File: config.mk
export PLATFORM = sky130hd
export DESIGN_NAME = hbyte_port
export DESIGN_NICKNAME = d
export VERILOG_FILES = /design/src/rtl/hbp_pkg.sv /design/src/rtl/hbp_host_sync.sv /design/src/rtl/hbp_fifo.sv /design/src/rtl/hbp_regs.sv /design/src/rtl/hbyte_port.sv
export SDC_FILE = /design/constraint.sdc
export NUM_CORES = 1
export LEC_CHECK = 0
export ABC_AREA = 1
export ABC_CLOCK_PERIOD_IN_PS = 2200
export BUFFER_PORTS_ARGS = -buffer_cell sky130_fd_sc_hd__buf_2
export CORE_MARGIN = 5
export CORE_UTILIZATION = 55
export DETAILED_ROUTE_END_ITERATION = 10
export GPL_TIMING_DRIVEN = 0
export PLACE_DENSITY = 0.82
export SYNTH_ARGS = -nofsm -noshare
export SYNTH_HDL_FRONTEND = slang
export SYNTH_SLANG_ARGS = --single-unit
File: constraint.sdc
create_clock -name clk -period 2.2 [get_ports clk]
set_input_delay 0.44 -clock clk [delete_from_list [all_inputs] [get_ports clk]]
set_output_delay 0.44 -clock clk [all_outputs]
set_load 0.005 [all_outputs]
File: src/rtl/hbp_pkg.sv
package hbp_pkg;

    localparam int BYTE_W = 8;

    typedef struct packed {
        logic              err;
        logic [BYTE_W-1:0] data;
    } fifo_ent_t;

    typedef struct packed {
        logic              cs_n;
        logic              rd_n;
        logic              wr_n;
        logic              cd;
        logic              err;
        logic [BYTE_W-1:0] d;
    } host_smp_t;

    localparam host_smp_t HOST_IDLE = '{cs_n: 1'b1, rd_n: 1'b1, wr_n: 1'b1,
                                        cd: 1'b0, err: 1'b0, d: '0};

    function automatic logic strobe_done(input logic now_n, input logic prev_n,
                                         input logic prev_cs_n);
        return now_n & ~prev_n & ~prev_cs_n;
    endfunction

endpackage

File: src/rtl/hbp_host_sync.sv
module hbp_host_sync
    import hbp_pkg::*;
(
    input  logic      clk,
    input  logic      rst,
    input  host_smp_t raw,
    output host_smp_t held,
    output logic      wr_done,
    output logic      rd_done
);
    host_smp_t stage1;
    host_smp_t stage2;

    always_ff @(posedge clk) begin
        if (rst) begin
            stage1 <= HOST_IDLE;
            stage2 <= HOST_IDLE;
        end else begin
            stage1 <= raw;
            stage2 <= stage1;
        end
    end

    assign held    = stage2;
    assign wr_done = strobe_done(stage1.wr_n, stage2.wr_n, stage2.cs_n);
    assign rd_done = strobe_done(stage1.rd_n, stage2.rd_n, stage2.cs_n);

    assert_wr_needs_cs_R9: assert property (@(posedge clk) disable iff (rst)
        wr_done |-> $past(!raw.cs_n, 2));
endmodule

File: src/rtl/hbp_fifo.sv
module hbp_fifo
    import hbp_pkg::*;
#(
    parameter int DEPTH      = 16,
    parameter int READY_FREE = 4
) (
    input  logic      clk,
    input  logic      rst,
    input  logic      push,
    input  fifo_ent_t push_ent,
    input  logic      pop,
    output fifo_ent_t head,
    output logic      not_empty,
    output logic      ready,
    output logic      ovf
);
    localparam int PTR_W     = (DEPTH > 1) ? $clog2(DEPTH) : 1;
    localparam int CNT_W     = $clog2(DEPTH + 1);
    localparam int READY_LIM = DEPTH - READY_FREE;

    fifo_ent_t            mem [DEPTH];
    logic [PTR_W-1:0]     wptr, rptr;
    logic [CNT_W-1:0]     count;
    logic                 full, do_push, do_pop;

    assign full      = (count == CNT_W'(DEPTH));
    assign not_empty = (count != '0);
    assign do_push   = push & ~full;
    assign do_pop    = pop & not_empty;
    assign head      = mem[rptr];
    assign ready     = (count < CNT_W'(READY_LIM));

    function automatic logic [PTR_W-1:0] step(input logic [PTR_W-1:0] p);
        return (p == PTR_W'(DEPTH - 1)) ? '0 : p + 1'b1;
    endfunction

    always_ff @(posedge clk) begin
        if (do_push) mem[wptr] <= push_ent;
    end

    always_ff @(posedge clk) begin
        if (rst) begin
            wptr  <= '0;
            rptr  <= '0;
            count <= '0;
            ovf   <= 1'b0;
        end else begin
            if (do_push) wptr <= step(wptr);
            if (do_pop)  rptr <= step(rptr);
            case ({do_push, do_pop})
                2'b10:   count <= count + 1'b1;
                2'b01:   count <= count - 1'b1;
                default: count <= count;
            endcase
            if (push & full) ovf <= 1'b1;
        end
    end

    assert_count_bound_R6: assert property (@(posedge clk) disable iff (rst)
        count <= CNT_W'(DEPTH));
    assert_drop_when_full_R6: assert property (@(posedge clk) disable iff (rst)
        (push && full && !pop) |=> (count == $past(count)) && ovf);
    assert_ovf_sticky_R6: assert property (@(posedge clk) disable iff (rst)
        ovf |=> ovf);
    assert_empty_pop_R10: assert property (@(posedge clk) disable iff (rst)
        (pop && !not_empty && !push) |=> !not_empty);
    assert_not_ready_nonempty_R5: assert property (@(posedge clk) disable iff (rst)
        !ready |-> not_empty);
endmodule

File: src/rtl/hbp_regs.sv
module hbp_regs
    import hbp_pkg::*;
(
    input  logic              clk,
    input  logic              rst,
    input  logic              cmd_wr,
    input  logic [BYTE_W-1:0] cmd_in,
    input  logic              cmd_take,
    input  logic              reply_load,
    input  logic [BYTE_W-1:0] reply_in,
    input  logic              reply_read,
    output logic [BYTE_W-1:0] cmd_word,
    output logic              cmd_pending,
    output logic [BYTE_W-1:0] reply_word,
    output logic              reply_valid
);
    always_ff @(posedge clk) begin
        if (rst) begin
            cmd_word    <= '0;
            cmd_pending <= 1'b0;
            reply_word  <= '0;
            reply_valid <= 1'b0;
        end else begin
            if (cmd_wr) begin
                cmd_word    <= cmd_in;
                cmd_pending <= 1'b1;
            end else if (cmd_take) begin
                cmd_pending <= 1'b0;
            end
            if (reply_load) begin
                reply_word  <= reply_in;
                reply_valid <= 1'b1;
            end else if (reply_read) begin
                reply_valid <= 1'b0;
            end
        end
    end

    assert_cmd_sets_R2: assert property (@(posedge clk) disable iff (rst)
        cmd_wr |=> cmd_pending && (cmd_word == $past(cmd_in)));
    assert_take_clears_R3: assert property (@(posedge clk) disable iff (rst)
        (cmd_take && !cmd_wr) |=> !cmd_pending && $stable(cmd_word));
    assert_reply_sets_R8: assert property (@(posedge clk) disable iff (rst)
        reply_load |=> reply_valid);
    assert_reply_clears_R8: assert property (@(posedge clk) disable iff (rst)
        (reply_read && !reply_load) |=> !reply_valid);
endmodule

File: src/rtl/hbyte_port.sv
module hbyte_port
    import hbp_pkg::*;
#(
    parameter int DEPTH      = 16,
    parameter int READY_FREE = 4
) (
    input  logic              clk,
    input  logic              rst,
    input  logic              host_cs_n,
    input  logic              host_rd_n,
    input  logic              host_wr_n,
    input  logic              host_cd,
    input  logic              host_err,
    input  logic [BYTE_W-1:0] host_d_in,
    output logic [BYTE_W-1:0] host_d_out,
    output logic              host_d_oe,
    output logic              host_ready,
    input  logic              fifo_pop,
    output logic [BYTE_W-1:0] fifo_data,
    output logic              fifo_err,
    output logic              fifo_valid,
    output logic              fifo_ovf,
    output logic [BYTE_W-1:0] cmd_word,
    output logic              cmd_pending,
    input  logic              cmd_take,
    input  logic              reply_load,
    input  logic [BYTE_W-1:0] reply_in,
    output logic              reply_valid
);
    host_smp_t         raw_smp, held_smp;
    logic              wr_done, rd_done;
    fifo_ent_t         head_ent;
    logic [BYTE_W-1:0] reply_word;

    assign raw_smp = '{cs_n: host_cs_n, rd_n: host_rd_n, wr_n: host_wr_n,
                       cd: host_cd, err: host_err, d: host_d_in};

    hbp_host_sync u_sync (
        .clk     (clk),
        .rst     (rst),
        .raw     (raw_smp),
        .held    (held_smp),
        .wr_done (wr_done),
        .rd_done (rd_done)
    );

    hbp_fifo #(.DEPTH(DEPTH), .READY_FREE(READY_FREE)) u_fifo (
        .clk       (clk),
        .rst       (rst),
        .push      (wr_done & ~held_smp.cd),
        .push_ent  ('{err: held_smp.err, data: held_smp.d}),
        .pop       (fifo_pop),
        .head      (head_ent),
        .not_empty (fifo_valid),
        .ready     (host_ready),
        .ovf       (fifo_ovf)
    );

    hbp_regs u_regs (
        .clk         (clk),
        .rst         (rst),
        .cmd_wr      (wr_done & held_smp.cd),
        .cmd_in      (held_smp.d),
        .cmd_take    (cmd_take),
        .reply_load  (reply_load),
        .reply_in    (reply_in),
        .reply_read  (rd_done & held_smp.cd),
        .cmd_word    (cmd_word),
        .cmd_pending (cmd_pending),
        .reply_word  (reply_word),
        .reply_valid (reply_valid)
    );

    assign fifo_data  = head_ent.data;
    assign fifo_err   = head_ent.err;
    assign host_d_oe  = ~host_cs_n & ~host_rd_n;
    assign host_d_out = (host_d_oe && host_cd) ? reply_word : '0;

    assert_drive_gated_R7: assert property (@(posedge clk) disable iff (rst)
        (host_d_out != '0) |-> (host_d_oe && host_cd));
endmodule

* Word-level counts from Yosys, hierarchy flattened *
Memories as Yosys holds them, arrays and structs flattened. A register that Yosys moved wholly into a read port is not among the register bits.
Cells that the tools add are included.

word-level totals
  input port bits = 26
  register bits after elaboration = 58
  memory bits (writable) = 144
  memories = 1
  output and inout port bits = 31

cells by class
  magnitude comparators = 1
  add/sub/neg operators = 4
  bitwise logic cells = 18
  multiplexer cells = 12
  reduce and logical (&&, ||, !) cells = 5
  eq/ne operators = 5

memories
  memory      words  width  read ports  clocked after memory_dff  wr ports  RTL line        source
  u_fifo.mem  16     9      1           1                         1         hbp_fifo.sv:21  fifo_ent_t mem [DEPTH];

operator list
  kind                   count
  $mux W4                4
  $and A1 B1 Y1          11
  $pmux W5 S2            1
  $add A4 B1 Y4 const B  2
  $eq A4 B4 Y1 const B   2
  $mux W8                1
  $not A1 Y1             7
  $mux W1                6
  $reduce_bool A2 Y1     3
  $add A5 B1 Y5 const B  1
  $eq A5 B5 Y1 const B   1
  $lt A5 B4 Y1 const B   1
  $reduce_bool A5 Y1     1
  $sub A5 B1 Y5 const B  1
  $eq A2 B1 Y1 const B   1
  $eq A2 B2 Y1 const B   1
  $logic_and A1 B1 Y1    1

* Depth between registers and ports, before layout *
Gate-level depths: netlist of the first run.

  depth after elaboration = 7
  depth in mapped cells = 17

* By module *
From an unflattened synthesis of the first run, not the netlist that was laid out.

second synthesis, totals
  cell total of the unflattened synthesis = 784
  area, all modules = 8435.6 µm²

by module, submodules not included
  module         cells an instance  area each (µm²)  times used  sequential area each (µm²)
  hbp_fifo       604                6975.4           1           4684.5
  hbp_host_sync  80                 753.2            1           520.5
  hbp_regs       76                 611.8            1           360.3
  hbyte_port     24                 95.1             1           0.0

* Worst setup path before layout of the first run *
Ideal clock, no wire load.

  path type = register -> register
  start = register u_fifo.count[0]
  end = register u_fifo.count[4]
  arrival = 1.856 ns
  data required time = 2.083 ns
  slack = 0.227 ns
  stages on the path, launching flop included = 17
  cells stage by stage = dfxtp_1 -> nor2_1 -> nand4_1 -> nand2_1 -> inv_2 -> ha_1 -> nand2_1 -> inv_1 -> nor2_1 -> ha_1 -> inv_1 -> nand2_1 -> nand3_1 -> nand3_1 -> nand2_1 -> nor2_1 -> nor2_1

RTL lines
  item                                                      RTL line          source
  start: declaration                                        hbp_fifo.sv:23    logic [CNT_W-1:0] count;
  start signal: assignment                                  hbp_fifo.sv:51    2'b10: count <= count + 1'b1;
  start signal: assignment                                  hbp_fifo.sv:52    2'b01: count <= count - 1'b1;
  start signal: assignment                                  hbp_fifo.sv:53    default: count <= count;
  $reduce_bool A5 Y1 *                                      hbp_fifo.sv:27    assign not_empty = (count != '0);
  net fifo_valid                                            hbyte_port.sv:21  output logic fifo_valid,
  $and A1 B1 Y1 *                                           hbp_fifo.sv:29    assign do_pop = pop & not_empty;
  $eq A2 B1 Y1 / $eq A2 B2 Y1 (equally long branches)       hbp_fifo.sv:50    case ({do_push, do_pop})
  $pmux W5 S2 / $reduce_bool A2 Y1 (equally long branches)  n/a

Mark *: on every way through the listed nets, which the timed path passes. The rest lies on a longest branch.
A chain may end at the register's enable or synchronous reset.

==> impl_metrics.ini, run 1 <==
[floorplan]
dieHeight_um = 133
num_io_pins = 57
die_x_um = 133
initial_core_util_pct = 55.5
dieArea_um2 = 17800
rows = 45
core_um2 = 15100

[cts]
cts_tree = done
cts.sinks = 206
path_clk_slew_ps = 60
cts_hold_buf = 0
cts_buffer_depth = 3
insertion_delay_ps = 500
cts-root-buf = clkbuf_16
numCtsBuffers = 21
cts_max_level = 1

[final_layout]
final_util_pct = 64.8
final_common_cell = edfxtp_1
fin_cells = 1053
antennaDiodeCount = 0
final_nets = 886
final_cell_mix = 144 x edfxtp_1, 126 x inv_1, 74 x nand2_1
final_area_um2 = 9780
syn2layout_area_growth_pct = 16.8
drive_gt1_share_pct = 21.3

[critical_path]
reg2reg_setup_slack_ps = 140
crit_path_max_incr_delay_ps = 300
start_kind = flop
endpoint_kind = output pin
slowest_stage = dfxtp_1
critical_path_buf_inv_count = 4
path_common_cell = nand3_1
worst-path-stages = 8
crit_chain = buf_6 -> buf_12 -> buf_8 -> o21ai_1 -> nand3_1 -> nand3_1 -> nand2_1 -> buf_2
crit_arrival_ps = 1910
rr_worst_depth = 6
worstPathRequired_ps = 1760
worstPathMaxFanout = 10
path_class = reg2out
crit_family = buffers and inverters

[sta]
slew_viol_final = 0
rsz0062_at_grt = yes
layout_min_cycle_time_ps = 2350
setup_tns_ps = -967
fmax_mhz = 425
clock_skew_ps = 18.3
period_share_pct = 107
slew-limit-headroom_pct = 36.5
tightestPinTransition_ps = 948
hold_viol_final = 0
finalSetupViolCount = 9
worst_slack_ps = -155
hold_slack_ps = 136

[routing]
postRouteAntennaNets = 0
drc_errors = 0
finalWirelength_um = 19400
wl_per_cell_um = 18.4
via_per_inst = 5.46
detail_route.iter0.violations = 562
drt_first_pass_iters = 5
vias = 5751

[power_and_ir_drop]
p_sw_uw = 3330
seq_power_share_pct = 41.0
p_per_area_nw_per_um2 = 1090
total_leakage_power_uw = 0.00390
sw_frac_of_total_pct = 31.4
combinationalPowerShare_pct = 27.7
peakVddDrop_mv = 0.664
clkPwrFrac_pct = 31.2
p_int_uw = 7280

[status]
status = complete, but fails checks
violations = negative setup slack

[place]
io_buffers = 55
hpwl_um = 12400
gp_congestion = 0.884
place_area_um2 = 8890
dp_cells = 1012

[synth]
synthCells = 769
ys_seq_area_share_pct = 66.5
ys_warn_count = 0
synth_area_per_cell_um2 = 10.9
syn-num-nets = 804
syn-cell-area_um2 = 8370
ys_ff_latch = 206
synth_cell_types = 29

[global_route]
grt_pass1_vias = 5515
grt_usage_pct = 21.4
grt_max_degree = 18
grt_pass1_wl_um = 29600
overflow = 0
antenna_found_initial = 0

[flow_run]
cap_violations = 0

[min_path]
hp-class = in2reg
hold_path_depth = 2
## power by group through the flow
stage / sequential, µW / clock (µW) / combinational (µW)
2_1_floorplan: 4390 / 0 / 1770
3_3_place_gp: 4430 / 0 / 2510
3_5_place_dp: 4430 / 0 / 2580
4_1_cts: 4350 / 3330 / 2760
5_1_grt: 4370 / 3520 / 3200
6_report: 4360 / 3310 / 2950
## cells in the mapped netlist
cell / count / share of area (%)
nand2_1: 77 / 3.5
o211ai_2: 18 / 2.7
or2_2: 6 / 0.45
clkbuf_1: 10 / 0.45
buf_1: 1 / 0.045
nand2_2: 1 / 0.075
buf_8: 1 / 0.18
dfxtp_1: 62 / 15
clkinv_1: 2 / 0.090
buf_4: 1 / 0.090
xor2_1: 4 / 0.42
inv_1: 125 / 5.6
o21ai_0: 54 / 3.2
buf_2: 15 / 0.90
ha_1: 9 / 1.3
nand3b_1: 1 / 0.090
nor3_1: 3 / 0.18
o21ai_1: 5 / 0.30
inv_2: 1 / 0.045
a21oi_1: 57 / 3.4
nand3_1: 67 / 4.0
o211ai_1: 18 / 1.6
edfxtp_1: 144 / 52
nor2_1: 73 / 3.3
o21bai_1: 1 / 0.090
buf_6: 8 / 1.1
nand4_1: 3 / 0.22
o21ai_2: 1 / 0.10
xnor2_1: 1 / 0.10
## logic make-up (layout without fill, tap and decap cells)
family	count (synthesis)	after routing	share of synthesized area [%]
xor gates and xnor gates	5	5	0.523
AOI/OAI and AO/OA	154	154	11.4
DFF	206	206	66.5
buffers and inverters	164	260	8.47
adders and majority gates	9	9	1.35
and+or+nand+nor	231	231	11.7
## area by class of cell
cell class | count | area [µm²]
plain buffers | 35 | 289
clock buffers | 30 | 601
clock inverters | 7 | 40.0
fillers | 1168 | 5310
inverters | 128 | 484
multi-input cells | 399 | 2250
flip-flops and latches | 206 | 5570
well taps | 188 | 235
repair buffers | 60 | 313
## state kept, by name (all words and copies together) (netlist names), named ones only
register and flops:
u_fifo.mem 144, u_regs.reply_valid 1, u_regs.reply_word 8, u_fifo.wptr 4
u_regs.cmd_pending 1, u_fifo.ovf 1, u_sync.held 13, u_sync.stage1 13
u_fifo.rptr 4, u_fifo.count 5, u_regs.cmd_word 8
## worst paths after layout
| check | end | startpoint |
|---|---|---|
| worst max-delay path | fifo_data[0] | flop |
| worst min-delay path | u_sync.stage1[10] | host_wr_n |
| worst max register to register | u_fifo.mem[2][5] | u_fifo.count[1] |
| worst min register to register | u_sync.held[6] | u_sync.stage1[6] |
## per-layer routing
metal	share of wire, %	global-route usage (%)
met1	40	28.7
met2	49	36.4
met5	0	0
met3	9.2	3.74
met4	1.8	5.49
## per-stage QoR
stage	setup WS [ps]	total power, µW
floorplan	227	6160
CTS	-112	10400
global route	-206	11100
finish	-155	10600
detailed placement	-57.9	7010
global placement	-206	6940
## what timing repair did
item / in CTS / in global routing
hold endpoints to repair: 0 / 0
buffers inserted: 0 / 5
resized for setup: 42 / 35
pin swaps: 7 / 5
setup endpoints to repair: 28 / 90
Note: power is estimated with default switching activity, not from simulation.
==> run 2: changes to the inputs <==
ABC_CLOCK_PERIOD_IN_PS = 2700   (was 2200)
clock period = 2.7 ns   (was 2.2 ns; I/O delays follow)
==> run 2 against run 1 <==
The run now ends clean. Wire length is 2.6% lower. Clock power fell by 19%. Via count fell by 1.2%. Cell count fell by 0.38%. Clock-buffer cell count unchanged. First-iteration DRC count grew 0.36%. Final area is 2.6% lower. Flip-flop and latch count stayed put. Combinational power shrank 27%. Largest cell class unchanged. Largest power group unchanged.
==> impl_metrics.ini, run 2 (synthesis gave the netlist of run 1 again) <==
[critical_path]
worstPathMaxFanout = 10
worstPathRequired_ps = 2160
start_kind = flop
crit_arrival_ps = 2050
endpoint_kind = output pin
timing.rr.start = u_fifo.count[0]
worstSetupEndpoint = fifo_err
rr_worst_depth = 16
reg2reg_setup_slack_ps = 430
path_class = reg2out
r2r-end = u_fifo.count[4]

[sta]
layout_min_cycle_time_ps = 2590
slew-limit-headroom_pct = 15.8
setup_tns_ps = 0
clock_skew_ps = 18.1
period_share_pct = 96.0
tightestPinTransition_ps = 1250
worst_slack_ps = 109
rsz0062_at_grt = no
fmax_mhz = 386
finalSetupViolCount = 0
hold_viol_final = 0
slew_viol_final = 0

[final_layout]
final_common_cell = edfxtp_1
final_cell_mix = 144 x edfxtp_1, 126 x inv_1, 77 x nand2_1
drive_gt1_share_pct = 16.1
final_util_pct = 63.2
largest_reg_flops = 144
regMostFlops = u_fifo.mem
syn2layout_area_growth_pct = 13.8
antennaDiodeCount = 0
final_nets = 882

[routing]
detail_route.iter0.violations = 564
finalWirelength_um = 18900
drc_errors = 0
vias = 5681
drt_first_pass_iters = 5
via_per_inst = 5.42
wl_per_cell_um = 18.0
postRouteAntennaNets = 0

[place]
dp_slack_ps = 442
hpwl_um = 12400
io_buffers = 55
gp_congestion = 0.884

[power_and_ir_drop]
total_leakage_power_uw = 0.00381
p_per_area_nw_per_um2 = 879
p_total_uw = 8380
peakVddDrop_mv = 0.519

[cts]
path_clk_slew_ps = 60
numCtsBuffers = 21
cts-root-buf = clkbuf_16
cts_max_level = 1
cts_hold_buf = 0
cts_tree = done
cts_buffer_depth = 3
insertion_delay_ps = 500
post_cts_buffers = 0
cts-resized-gates = 0
cts.sinks = 206

[floorplan]
dieArea_um2 = 17800
rows = 45
die_x_um = 133
num_io_pins = 57
core_um2 = 15100
initial_core_util_pct = 55.5
dieHeight_um = 133

[global_route]
overflow = 0
grt_pass1_wl_um = 29200
grt_pass1_vias = 5518
grt_max_degree = 18
grt_usage_pct = 21.2
antenna_found_initial = 0

[flow_run]
cap_violations = 0

[status]
status = complete, no violations

[min_path]
hp-class = in2reg
## run 2: cell type report
cell class | count | area [µm²]
plain buffers | 35 | 225
clock buffers | 30 | 601
clock inverters | 7 | 40.0
fillers | 1184 | 5560
inverters | 128 | 480
multi-input cells | 399 | 2100
flip-flops and latches | 206 | 5570
well taps | 188 | 235
repair buffers | 56 | 280
## run 2: metrics by stage
step                hold WS, ps  area [µm²]  cells
floorplan                   388        8370    769
global placement            390        8880   1012
detailed placement          392        8890   1012
CTS                         228        9530   1049
global route                236        9530   1049
finish                      236        9530   1049
## run 2: metal layers
| layer | GRT usage (%) | vias to the layer above | routed length, µm |
|---|---|---|---|
| li1 | - | 2745 | - |
| met1 | 28.2 | 2640 | 7720 |
| met2 | 35.1 | 253 | 9030 |
| met4 | 6.46 | 0 | 504 |
| met3 | 4.53 | 43 | 1630 |
| met5 | 0 | - | 0 |
## run 2: worst min-delay path by stage
stage	from	to	slack (ps)	cells past startpoint
global route	host_wr_n	u_sync.stage1[10]	240	2
CTS	host_wr_n	u_sync.stage1[10]	230	2
finish	host_wr_n	u_sync.stage1[10]	240	2
detailed placement	u_sync.stage1[7]	u_sync.held[7]	390	2
global placement	u_sync.stage1[4]	u_sync.held[4]	390	2
floorplan	u_sync.stage1[0]	u_sync.held[0]	390	2
## run 2: power by group
part	switching (µW)	internal, µW	total, µW	leakage (µW)
Combinational	1370	765	2140	0.00166
Sequential	90.3	3450	3540	0.00183
Clock	1140	1550	2690	0.000318
## run 2: worst max-delay path, stage by stage (launching register included)
cell and delay, ps:
dfxtp_1 320, buf_6 140, clkbuf_1 450, o21ai_0 180
nand3_1 140, nand3_1 100, nand2_1 120, buf_2 120
